===== src/rtl/dir_pkg.sv =====
// Package: shared constants and types for the device interrupt router.
// Assumes a 64-bit register port with register slots spaced 64 bytes apart.
package dir_pkg;
    localparam int WORD_W       = 64;   // register width
    localparam int SLOT_LSB     = 6;    // slot = byte offset >> 6
    localparam int ACCESS_BYTES = 8;    // only full-word accesses are legal

    typedef logic [WORD_W-1:0] word_t;
endpackage


===== src/rtl/dir_pending.sv =====
// Module: shared request register.
// Turns the set and clear strobes into bit masks and keeps the request bits.
// A clear only acts on a line that is pending. A set of the same line in the
// same cycle wins over the clear. Also exports the next-state value so that
// the per-CPU slices can update in the same cycle.
module dir_pending #(
    parameter int NUM_LINES = 64,
    localparam int LINE_W   = $clog2(NUM_LINES)
) (
    input  logic                 clk,
    input  logic                 rst_n,
    input  logic                 set_vld,
    input  logic [LINE_W-1:0]    set_idx,
    input  logic                 clr_vld,
    input  logic [LINE_W-1:0]    clr_idx,
    output logic [NUM_LINES-1:0] pend_q,
    output logic [NUM_LINES-1:0] pend_nxt
);
    logic [NUM_LINES-1:0] set_bits;
    logic [NUM_LINES-1:0] clr_bits;

    // Decode the strobes; a clear keeps only the bit that is currently pending.
    always_comb begin
        set_bits = '0;
        clr_bits = '0;
        if (set_vld) set_bits[set_idx] = 1'b1;
        if (clr_vld) clr_bits[clr_idx] = pend_q[clr_idx];
        pend_nxt = (pend_q & ~clr_bits) | set_bits;
    end

    // Hold the request bits.
    always_ff @(posedge clk) begin
        if (!rst_n) pend_q <= '0;
        else        pend_q <= pend_nxt;
    end


    set_sticks_chk: assert property (@(posedge clk) disable iff (!rst_n)
        set_vld |=> pend_q[$past(set_idx)]);


    spur_clr_chk: assert property (@(posedge clk) disable iff (!rst_n)
        (clr_vld && !set_vld && !pend_q[clr_idx]) |=> $stable(pend_q));
endmodule


===== src/rtl/dir_cpu_slice.sv =====
// Module: per-processor state.
// Holds the mask register, the routed register (mask AND requests) and the
// registered interrupt level. A mask write lands first, and the routed
// register is then rebuilt from the new mask and the next request value.
// That order makes a same-cycle mask write and line set both visible.
module dir_cpu_slice #(
    parameter int NUM_LINES = 64
) (
    input  logic                 clk,
    input  logic                 rst_n,
    input  logic                 mask_we,
    input  logic [NUM_LINES-1:0] mask_wdata,
    input  logic [NUM_LINES-1:0] pend_q,
    input  logic [NUM_LINES-1:0] pend_nxt,
    output logic [NUM_LINES-1:0] mask_q,
    output logic [NUM_LINES-1:0] routed_q,
    output logic                 irq_q
);
    logic [NUM_LINES-1:0] mask_nxt;

    // Apply the mask write ahead of the request update.
    always_comb mask_nxt = mask_we ? mask_wdata : mask_q;

    // Keep the mask and rebuild the routed register.
    always_ff @(posedge clk) begin
        if (!rst_n) begin
            mask_q   <= '0;
            routed_q <= '0;
        end else begin
            mask_q   <= mask_nxt;
            routed_q <= mask_nxt & pend_nxt;
        end
    end

    // Interrupt level: follows the routed register one clock later.
    always_ff @(posedge clk) begin
        if (!rst_n) irq_q <= 1'b0;
        else        irq_q <= |routed_q;
    end


    routed_match_chk: assert property (@(posedge clk) disable iff (!rst_n)
        routed_q == (mask_q & pend_q));


    irq_rise_chk: assert property (@(posedge clk) disable iff (!rst_n)
        $rose(irq_q) |-> $past(routed_q != '0));


    irq_fall_chk: assert property (@(posedge clk) disable iff (!rst_n)
        $fell(irq_q) |-> $past(routed_q == '0));
endmodule


===== src/rtl/dir_regif.sv =====
// Module: register port decode.
// Maps the slot number (byte offset >> 6) to the masks, routed registers and
// request register, and produces per-CPU mask write enables. It registers
// the read data and keeps a sticky error flag for malformed accesses.
// Assumes reg_wr and reg_rd are not both high in the same cycle.
module dir_regif #(
    parameter int NUM_CPU   = 4,
    parameter int NUM_LINES = 64,
    parameter int ADDR_W    = 12
) (
    input  logic                              clk,
    input  logic                              rst_n,
    input  logic                              reg_wr,
    input  logic                              reg_rd,
    input  logic [ADDR_W-1:0]                 reg_addr,
    input  logic [3:0]                        reg_size,
    input  logic [NUM_CPU-1:0][NUM_LINES-1:0] mask_q,
    input  logic [NUM_CPU-1:0][NUM_LINES-1:0] routed_q,
    input  logic [NUM_LINES-1:0]              pend_q,
    output logic [NUM_CPU-1:0]                mask_we,
    output dir_pkg::word_t                    rdata_q,
    output logic                              err_q
);
    import dir_pkg::*;

    localparam int SLOT_W = ADDR_W - SLOT_LSB;
    localparam logic [SLOT_W-1:0] ROUTED_BASE = SLOT_W'(NUM_CPU);
    localparam logic [SLOT_W-1:0] PEND_SLOT   = SLOT_W'(2 * NUM_CPU);

    logic [SLOT_W-1:0]  slot;
    logic [SLOT_LSB-1:0] addr_lo_unused;
    logic               size_ok;
    logic               is_mask;
    logic               is_routed;
    logic               is_pend;
    logic               bad;
    word_t              sel;

    // Split the address and classify the access.
    always_comb begin
        slot           = reg_addr[ADDR_W-1:SLOT_LSB];
        addr_lo_unused = reg_addr[SLOT_LSB-1:0];
        size_ok        = (reg_size == 4'(ACCESS_BYTES));
        is_mask        = (slot < ROUTED_BASE);
        is_routed      = (slot >= ROUTED_BASE) && (slot < PEND_SLOT);
        is_pend        = (slot == PEND_SLOT);
        bad            = (reg_wr || reg_rd) &&
                         (!size_ok || !(is_mask || is_routed || is_pend) ||
                          (reg_wr && !is_mask));
    end

    // Per-CPU mask write enables, one per slot.
    generate
        for (genvar k = 0; k < NUM_CPU; k++) begin : g_we
            assign mask_we[k] = reg_wr && size_ok && (slot == SLOT_W'(k));
        end
    endgenerate

    // Read multiplexer over all readable slots.
    always_comb begin
        sel = '0;
        for (int k = 0; k < NUM_CPU; k++) begin
            if (slot == SLOT_W'(k))           sel = WORD_W'(mask_q[k]);
            if (slot == SLOT_W'(NUM_CPU + k)) sel = WORD_W'(routed_q[k]);
        end
        if (is_pend) sel = WORD_W'(pend_q);
    end

    // Register the read data; a rejected read returns zero.
    always_ff @(posedge clk) begin
        if (!rst_n)                rdata_q <= '0;
        else if (reg_rd && !bad)   rdata_q <= sel;
        else if (reg_rd)           rdata_q <= '0;
    end

    // Sticky error flag, cleared only by reset.
    always_ff @(posedge clk) begin
        if (!rst_n)   err_q <= 1'b0;
        else if (bad) err_q <= 1'b1;
    end


    err_sticky_chk: assert property (@(posedge clk) disable iff (!rst_n)
        err_q |=> err_q);


    bad_read_zero_chk: assert property (@(posedge clk) disable iff (!rst_n)
        (reg_rd && bad) |=> (rdata_q == '0) && err_q);
endmodule


===== src/rtl/dev_irq_router.sv =====
// Module: top of the per-CPU device interrupt router.
// Connects the shared request register, one slice per CPU and the register
// port decode. Assumes NUM_LINES is at most the 64-bit register width.
module dev_irq_router #(
    parameter int NUM_CPU   = 4,
    parameter int NUM_LINES = 64,
    parameter int ADDR_W    = 12,
    localparam int LINE_W   = $clog2(NUM_LINES)
) (
    input  logic                 clk,
    input  logic                 rst_n,
    input  logic                 line_set_vld,
    input  logic [LINE_W-1:0]    line_set_idx,
    input  logic                 line_clr_vld,
    input  logic [LINE_W-1:0]    line_clr_idx,
    input  logic                 reg_wr,
    input  logic                 reg_rd,
    input  logic [ADDR_W-1:0]    reg_addr,
    input  logic [3:0]           reg_size,
    input  logic [63:0]          reg_wdata,
    output logic [63:0]          reg_rdata,
    output logic                 reg_err,
    output logic [NUM_CPU-1:0]   cpu_irq
);
    logic [NUM_LINES-1:0]              pend_q;
    logic [NUM_LINES-1:0]              pend_nxt;
    logic [NUM_CPU-1:0]                mask_we;
    logic [NUM_CPU-1:0][NUM_LINES-1:0] mask_q;
    logic [NUM_CPU-1:0][NUM_LINES-1:0] routed_q;

    dir_pending #(.NUM_LINES(NUM_LINES)) u_pending (
        .clk      (clk),
        .rst_n    (rst_n),
        .set_vld  (line_set_vld),
        .set_idx  (line_set_idx),
        .clr_vld  (line_clr_vld),
        .clr_idx  (line_clr_idx),
        .pend_q   (pend_q),
        .pend_nxt (pend_nxt)
    );

    generate
        for (genvar k = 0; k < NUM_CPU; k++) begin : g_cpu
            dir_cpu_slice #(.NUM_LINES(NUM_LINES)) u_slice (
                .clk        (clk),
                .rst_n      (rst_n),
                .mask_we    (mask_we[k]),
                .mask_wdata (reg_wdata[NUM_LINES-1:0]),
                .pend_q     (pend_q),
                .pend_nxt   (pend_nxt),
                .mask_q     (mask_q[k]),
                .routed_q   (routed_q[k]),
                .irq_q      (cpu_irq[k])
            );
        end
    endgenerate

    dir_regif #(
        .NUM_CPU   (NUM_CPU),
        .NUM_LINES (NUM_LINES),
        .ADDR_W    (ADDR_W)
    ) u_regif (
        .clk      (clk),
        .rst_n    (rst_n),
        .reg_wr   (reg_wr),
        .reg_rd   (reg_rd),
        .reg_addr (reg_addr),
        .reg_size (reg_size),
        .mask_q   (mask_q),
        .routed_q (routed_q),
        .pend_q   (pend_q),
        .mask_we  (mask_we),
        .rdata_q  (reg_rdata),
        .err_q    (reg_err)
    );
endmodule


===== config.mk =====
export PLATFORM = sky130hd
export DESIGN_NAME = dev_irq_router
export DESIGN_NICKNAME = d
export VERILOG_FILES = /design/src/rtl/dir_pkg.sv /design/src/rtl/dir_pending.sv /design/src/rtl/dir_cpu_slice.sv /design/src/rtl/dir_regif.sv /design/src/rtl/dev_irq_router.sv
export SDC_FILE = /design/constraint.sdc
export NUM_CORES = 1
export LEC_CHECK = 0
export ABC_AREA = 1
export BUFFER_PORTS_ARGS = -buffer_cell sky130_fd_sc_hd__buf_2
export CELL_PAD_IN_SITES_DETAIL_PLACEMENT = 0
export CELL_PAD_IN_SITES_GLOBAL_PLACEMENT = 1
export CORE_MARGIN = 2
export CORE_UTILIZATION = 30
export CTS_CLUSTER_SIZE = 8
export DETAILED_ROUTE_END_ITERATION = 10
export GPL_ROUTABILITY_DRIVEN = 0
export HOLD_SLACK_MARGIN = 0.12
export PLACE_DENSITY_LB_ADDON = 0.1
export SLEW_MARGIN = 10
export SYNTH_ARGS = -nofsm -noshare
export SYNTH_HDL_FRONTEND = slang
export SYNTH_SLANG_ARGS = --single-unit

===== constraint.sdc =====
create_clock -name clk -period 4.9 [get_ports clk]
set_input_delay 0.245 -clock clk [delete_from_list [all_inputs] [get_ports clk]]
set_output_delay 0.245 -clock clk [all_outputs]
set_load 0.01 [all_outputs]

Yosys cells after proc, flatten, opt, wreduce, memory -nomap -nowiden
Cells that the tools add are included.

storage, ports and cells
  output and inout port bits = 69
  register bits = 645
  bits in writable memories = 0
  word-level logic and storage cells = 88
  memories = 0
  input port bits = 98
  bits in read-only memories = 0
  bits in latches = 0

operators by class
  shift-type cells = 0
  multipliers = 0
  multiplexer cells = 23
  eq/ne operators = 9
  bitwise logic cells = 8
  reduce and logical (&&, ||, !) cells = 26
  div/mod/pow operators = 0
  add/subtract/negate cells = 0
  order comparisons = 7

operator list
  kind                number
  $mux 64             17
  $and 64x64->64      6
  $reduce_or 64->1    4
  $not 64->64         1
  $or 64x64->64       1
  $eq 6x3->1 const B  4
  $lt 6x7->1 const B  2
  $demux 1 s6         2
  $eq 6x2->1 const B  2
  $ge 6x1->1 const B  2
  $logic_and 1x1->1   11
  $bmux 1 s6          1
  $eq 6x1->1 const B  1
  $eq 6x4->1 const B  1
  $ge 6x3->1 const B  1
  $logic_not 6->1     1
  $lt 6x3->1 const B  1
  $lt 6x4->1 const B  1
  $logic_or 1x1->1    5
  $eq 4x4->1 const B  1
  $logic_not 1->1     4
  $mux 1              3
  $reduce_bool 2->1   1

Longest topological paths before layout
  word-level depth = 11
  mapped depth = 17

Modules after synthesis
A second synthesis with hierarchy kept.

unflattened totals
  cells, all modules = 4173
  area, all modules = 30549.3 µm²

modules (own cells, without submodules)
  module         cells an instance  area an instance (µm²)  instances
  dir_cpu_slice  470                4635.7                  4
  dir_regif      1560               7942.6                  1
  dir_pending    733                4063.9                  1

Least setup slack after synthesis
Ideal clock, no wire load.

  path kind = input to register
  start point = input port reg_addr[8]
  end point = register g_cpu[2].u_slice.routed_q[45]
  stages on the path = 9
  data arrival time = 1585 ps
  setup slack = 3193 ps
  cell sequence = buf_2 nor2_4 nand3_1 nor2_1 clkbuf_1 clkbuf_1 nand2_1 nand3_1 a21oi_1

on the way
  longest elaborated chain between the ends = 4

ends and longest elaborated chain
  element                 line                  source
  start: declaration      dev_irq_router.sv:18  input logic [ADDR_W-1:0] reg_addr,
  $eq 6x2->1              dir_regif.sv:55       assign mask_we[k] = reg_wr && size_ok && (slot == SLOT_W'(k));
  $logic_and 1x1->1       dir_regif.sv:55
  $mux 64                 dir_cpu_slice.sv:22   always_comb mask_nxt = mask_we ? mask_wdata : mask_q;
  $and 64x64->64          dir_cpu_slice.sv:31   routed_q <= mask_nxt & pend_nxt;
  end signal: assignment  dir_cpu_slice.sv:31
  end: declaration        dir_cpu_slice.sv:16   output logic [NUM_LINES-1:0] routed_q,

Every way passes these cells.
A chain may end at the register's enable or synchronous reset.

Worst setup path after layout
  start point = input port line_set_vld
  end point = register g_cpu[2].u_slice.routed_q[24]

on the way
  longest elaborated chain between the ends = 3

ends and longest elaborated chain
  element             line                  source
  start: declaration  dev_irq_router.sv:12  input logic line_set_vld,
  $mux 64             dir_pending.sv:26     if (set_vld) set_bits[set_idx] = 1'b1;
  $or 64x64->64       dir_pending.sv:28     pend_nxt = (pend_q & ~clr_bits) | set_bits;
  $and 64x64->64      dir_cpu_slice.sv:31

Every way passes these cells.

==> results.py <==
metrics = {
    "clock_network": {
        "ctsRootBufferMaster": "clkbuf_16",
        "clkSlewWorstSetupHoldPaths_ns": 0.05,
        "htreeDepth": 3,
        "cts_setup_buffers": 0,
        "cts_resized": 0,
        "clk_latency_ns": 0.67,
        "cts_buffers": 91,
        "cts_tree": "built",
        "cts.sinks": 645,
        "clk_path_buf_depth": 3,
    },
    "routing": {
        "drtIter0Drc": 1787,
        "post_drt_wl_per_cell_um": 22.83,
        "vias": 26840,
        "drcViolationCount": 0,
        "wl_um": 125300,
        "drtPass1Iterations": 5,
        "viasPerCell": 4.892,
        "ant_nets": 0,
    },
    "floorplan": {
        "die-area_mm2": 0.09568,
        "pin_count": 167,
        "coreArea_mm2": 0.09208,
        "rows": 111,
        "initial_utilization_pct": 30.37,
        "die_w_um": 309.3,
        "die_h_um": 309.3,
    },
    "power": {
        "internal_power_mw": 8.737,
        "powerDensity_mw_per_mm2": 343.9,
        "power.share.clock_pct": 49.8,
        "pwr-share-comb_pct": 4.4,
        "power_leakage_nw": 14.32,
        "swShare_pct": 24.07,
        "switching_power_mw": 2.769,
        "power_mw": 11.51,
        "power_frac_seq_pct": 45.8,
        "ir_drop_v": 0.0002207,
    },
    "global_route": {
        "grt_overflow": 0,
        "antenna_found_initial": 12,
        "grt_pass1_wl_um": 178700,
        "grtUsageTotal_pct": 25.94,
        "grt_max_degree": 99,
        "grt_pass1_vias": 25860,
    },
    "finish": {
        "fin_nets": 4330,
        "final_area_mm2": 0.03346,
        "fillCellCount": 10170,
        "drive_gt1_share_pct": 12.94,
        "fin_cells": 5487,
        "synthToLayoutAreaGrowth_pct": 19.64,
    },
    "yosys": {
        "synth_nets": 4141,
        "synth_seq_cells": 645,
        "synth_area_per_cell_um2": 6.917,
        "yosysWarnings": 0,
        "synth_cells": 4043,
        "synth-seq-area-share_pct": 46.17,
        "synth_cell_types": 29,
        "netlist_area_mm2": 0.02797,
    },
    "placed_design": {
        "place_area_mm2": 0.03037,
        "port_buffers": 160,
        "placedCellCount": 5316,
        "dp_hpwl_um": 82560,
        "pre_cts_ws_ns": 1.560,
    },
    "worst_setup_path": {
        "r2r-start": "g_cpu[0].u_slice.routed_q[2]",
        "r2r_slack_ns": 2.27,
        "worst_setup_path_end_kind": "flip-flop",
        "critPathRequiredTime_ns": 5.47,
        "arrival_ns": 3.64,
        "start_kind": "primary input",
        "critical_path_class": "primary input to flip-flop",
        "timing.critical_path.from": "line_set_vld",
        "path_max_fanout": 10,
    },
    "sta": {
        "setup_tns_ns": 0,
        "drv_slew": 0,
        "max_slew_margin_pct": 15.14,
        "hold_viol": 0,
        "skew_ns": 0.03681,
        "rsz0062_at_grt": "no",
        "worst_slew_pin_slew_ns": 1.263,
        "min_period_ns": 3.077,
        "fin_crit_sh_pct": 62.80,
        "max_freq_mhz": 325.0,
        "setup_violations": 0,
        "worst_slack_ns": 1.823,
    },
    "hold_path": {
        "min_from": "reg_wdata[30]",
        "hp-class": "primary input to flip-flop",
    },
    "flow_run": {
        "maxCapViolations": 0,
    },
    "outcome": {
        "status": "complete, no violations",
    },
}
## worst max-delay path, stage by stage
cell	delay [ns]
dlygate4sd3_1	0.52
buf_2	0.22
clkinv_1	0.58
nor3_1	1.19
a21boi_0	0.61
nor3_1	0.27
## repair_timing
action | 4_1_cts | 5_1_grt
endpoints found under the setup margin | 0 | 0
hold buffers | 66 | 0
endpoints found under the hold margin | 476 | 0
## synth_stat cells
master,number,area [µm²]
inv_1,405,1520
clkbuf_1,140,525.5
o211ai_1,22,165.2
nand3b_1,1,7.510
nand4_1,68,425.4
o21ai_1,16,80.08
inv_2,7,26.28
and3_1,1,6.260
nor2_4,3,33.78
clkinv_1,4,15.01
buf_6,6,67.56
nor2_2,2,12.51
nor4_1,76,475.5
or2_2,134,838.3
a21boi_0,16,120.1
nand2_1,1038,3896
buf_2,46,230.2
nor3_2,19,190.2
buf_4,10,75.07
a21oi_1,505,2527
o21ai_0,75,375.4
nor3_1,120,600.6
nor2_1,480,1802
buf_1,12,45.04
and2_0,2,12.51
nand2_2,21,131.4
nand3_1,167,835.8
o22ai_1,2,12.51
dfxtp_1,645,12910
## cells in the final DEF (no fill, tap or decap), drive strengths merged, types with 2 or more instances in the layout
master       netlist  final
nor3             139    139
clkinv             4      3
nand2           1059   1059
and2               2      2
o22ai              2      2
inv              412    418
buf               74    244
nor2             485    485
or2              134    134
nand4             68     68
nor4              76     76
o211ai            22     22
dfxtp            645    645
a21boi            16     16
a21oi            505    505
nand3            167    167
clkbuf           140     98
dlygate4sd3        0     66
o21ai             91     91
## power groups by stage
stage          Combinational, mW  Clock (mW)  Sequential (mW)
4_1_cts                    0.506        5.87             5.26
3_5_place_dp               0.464           0             5.37
6_report                   0.505        5.73             5.27
2_1_floorplan              0.214           0             5.37
5_1_grt                    0.536        6.06             5.26
3_3_place_gp               0.467           0             5.37
## path summary, 6_finish.rpt
check,cells after the start,endpoint
max,6,g_cpu[2].u_slice.routed_q[24]
min,5,g_cpu[3].u_slice.mask_q[30]
max reg2reg,4,g_cpu[0].u_slice.irq_q
min reg2reg,2,u_regif.err_q
## logic make-up (layout without fill, tap and decap cells)
kind of cell	Yosys count	after routing	share of synthesized area, %
other	0	1	0
AOI/OAI and AO/OA	636	636	11.73
and+or+nand+nor	2132	2132	33.14
DFF	645	645	46.17
buffers and inverters	630	830	8.957
## stage by stage
| stage | hold WS, ns | utilization (%) |
|---|---|---|
| 2_1_floorplan | 0.4311 | - |
| 3_3_place_gp | 0.4449 | 32.99 |
| 3_5_place_dp | 0.4491 | 32.99 |
| 4_1_cts | 0.1282 | 36.33 |
| 5_1_grt | 0.1665 | 36.33 |
| 6_report | 0.1197 | 36.34 |
## state kept, by name, indices dropped and copies added (netlist names)
| signal | count |
|---|---|
| u_pending.pend_q | 64 |
| u_regif.rdata_q | 64 |
| g_cpu.u_slice.routed_q | 256 |
| u_regif.err_q | 1 |
| g_cpu.u_slice.irq_q | 4 |
| g_cpu.u_slice.mask_q | 256 |
## area by class of cell
cell class                 count  area [µm²]  area share [%]
timing repair buffer         310        2282           6.821
sequential                   645       12910           38.59
clock inverter                 6       66.31          0.1982
tap                         1243        1555           4.648
clock buffer                  98        2356           7.042
antenna                        1       2.502        0.007479
multi-input combinational   2768       12710           38.00
inverter                     416        1569           4.689
## metal layers
metal	up-vias	wire length [µm]	GRT usage [%]
met5	-	77	0
met4	12	3523	8.140
met3	197	6334	4.058
met2	668	57500	42.77
met1	12650	57840	34.72
li1	13310	-	-
No activity file was read; power rests on OpenSTA's default activity.
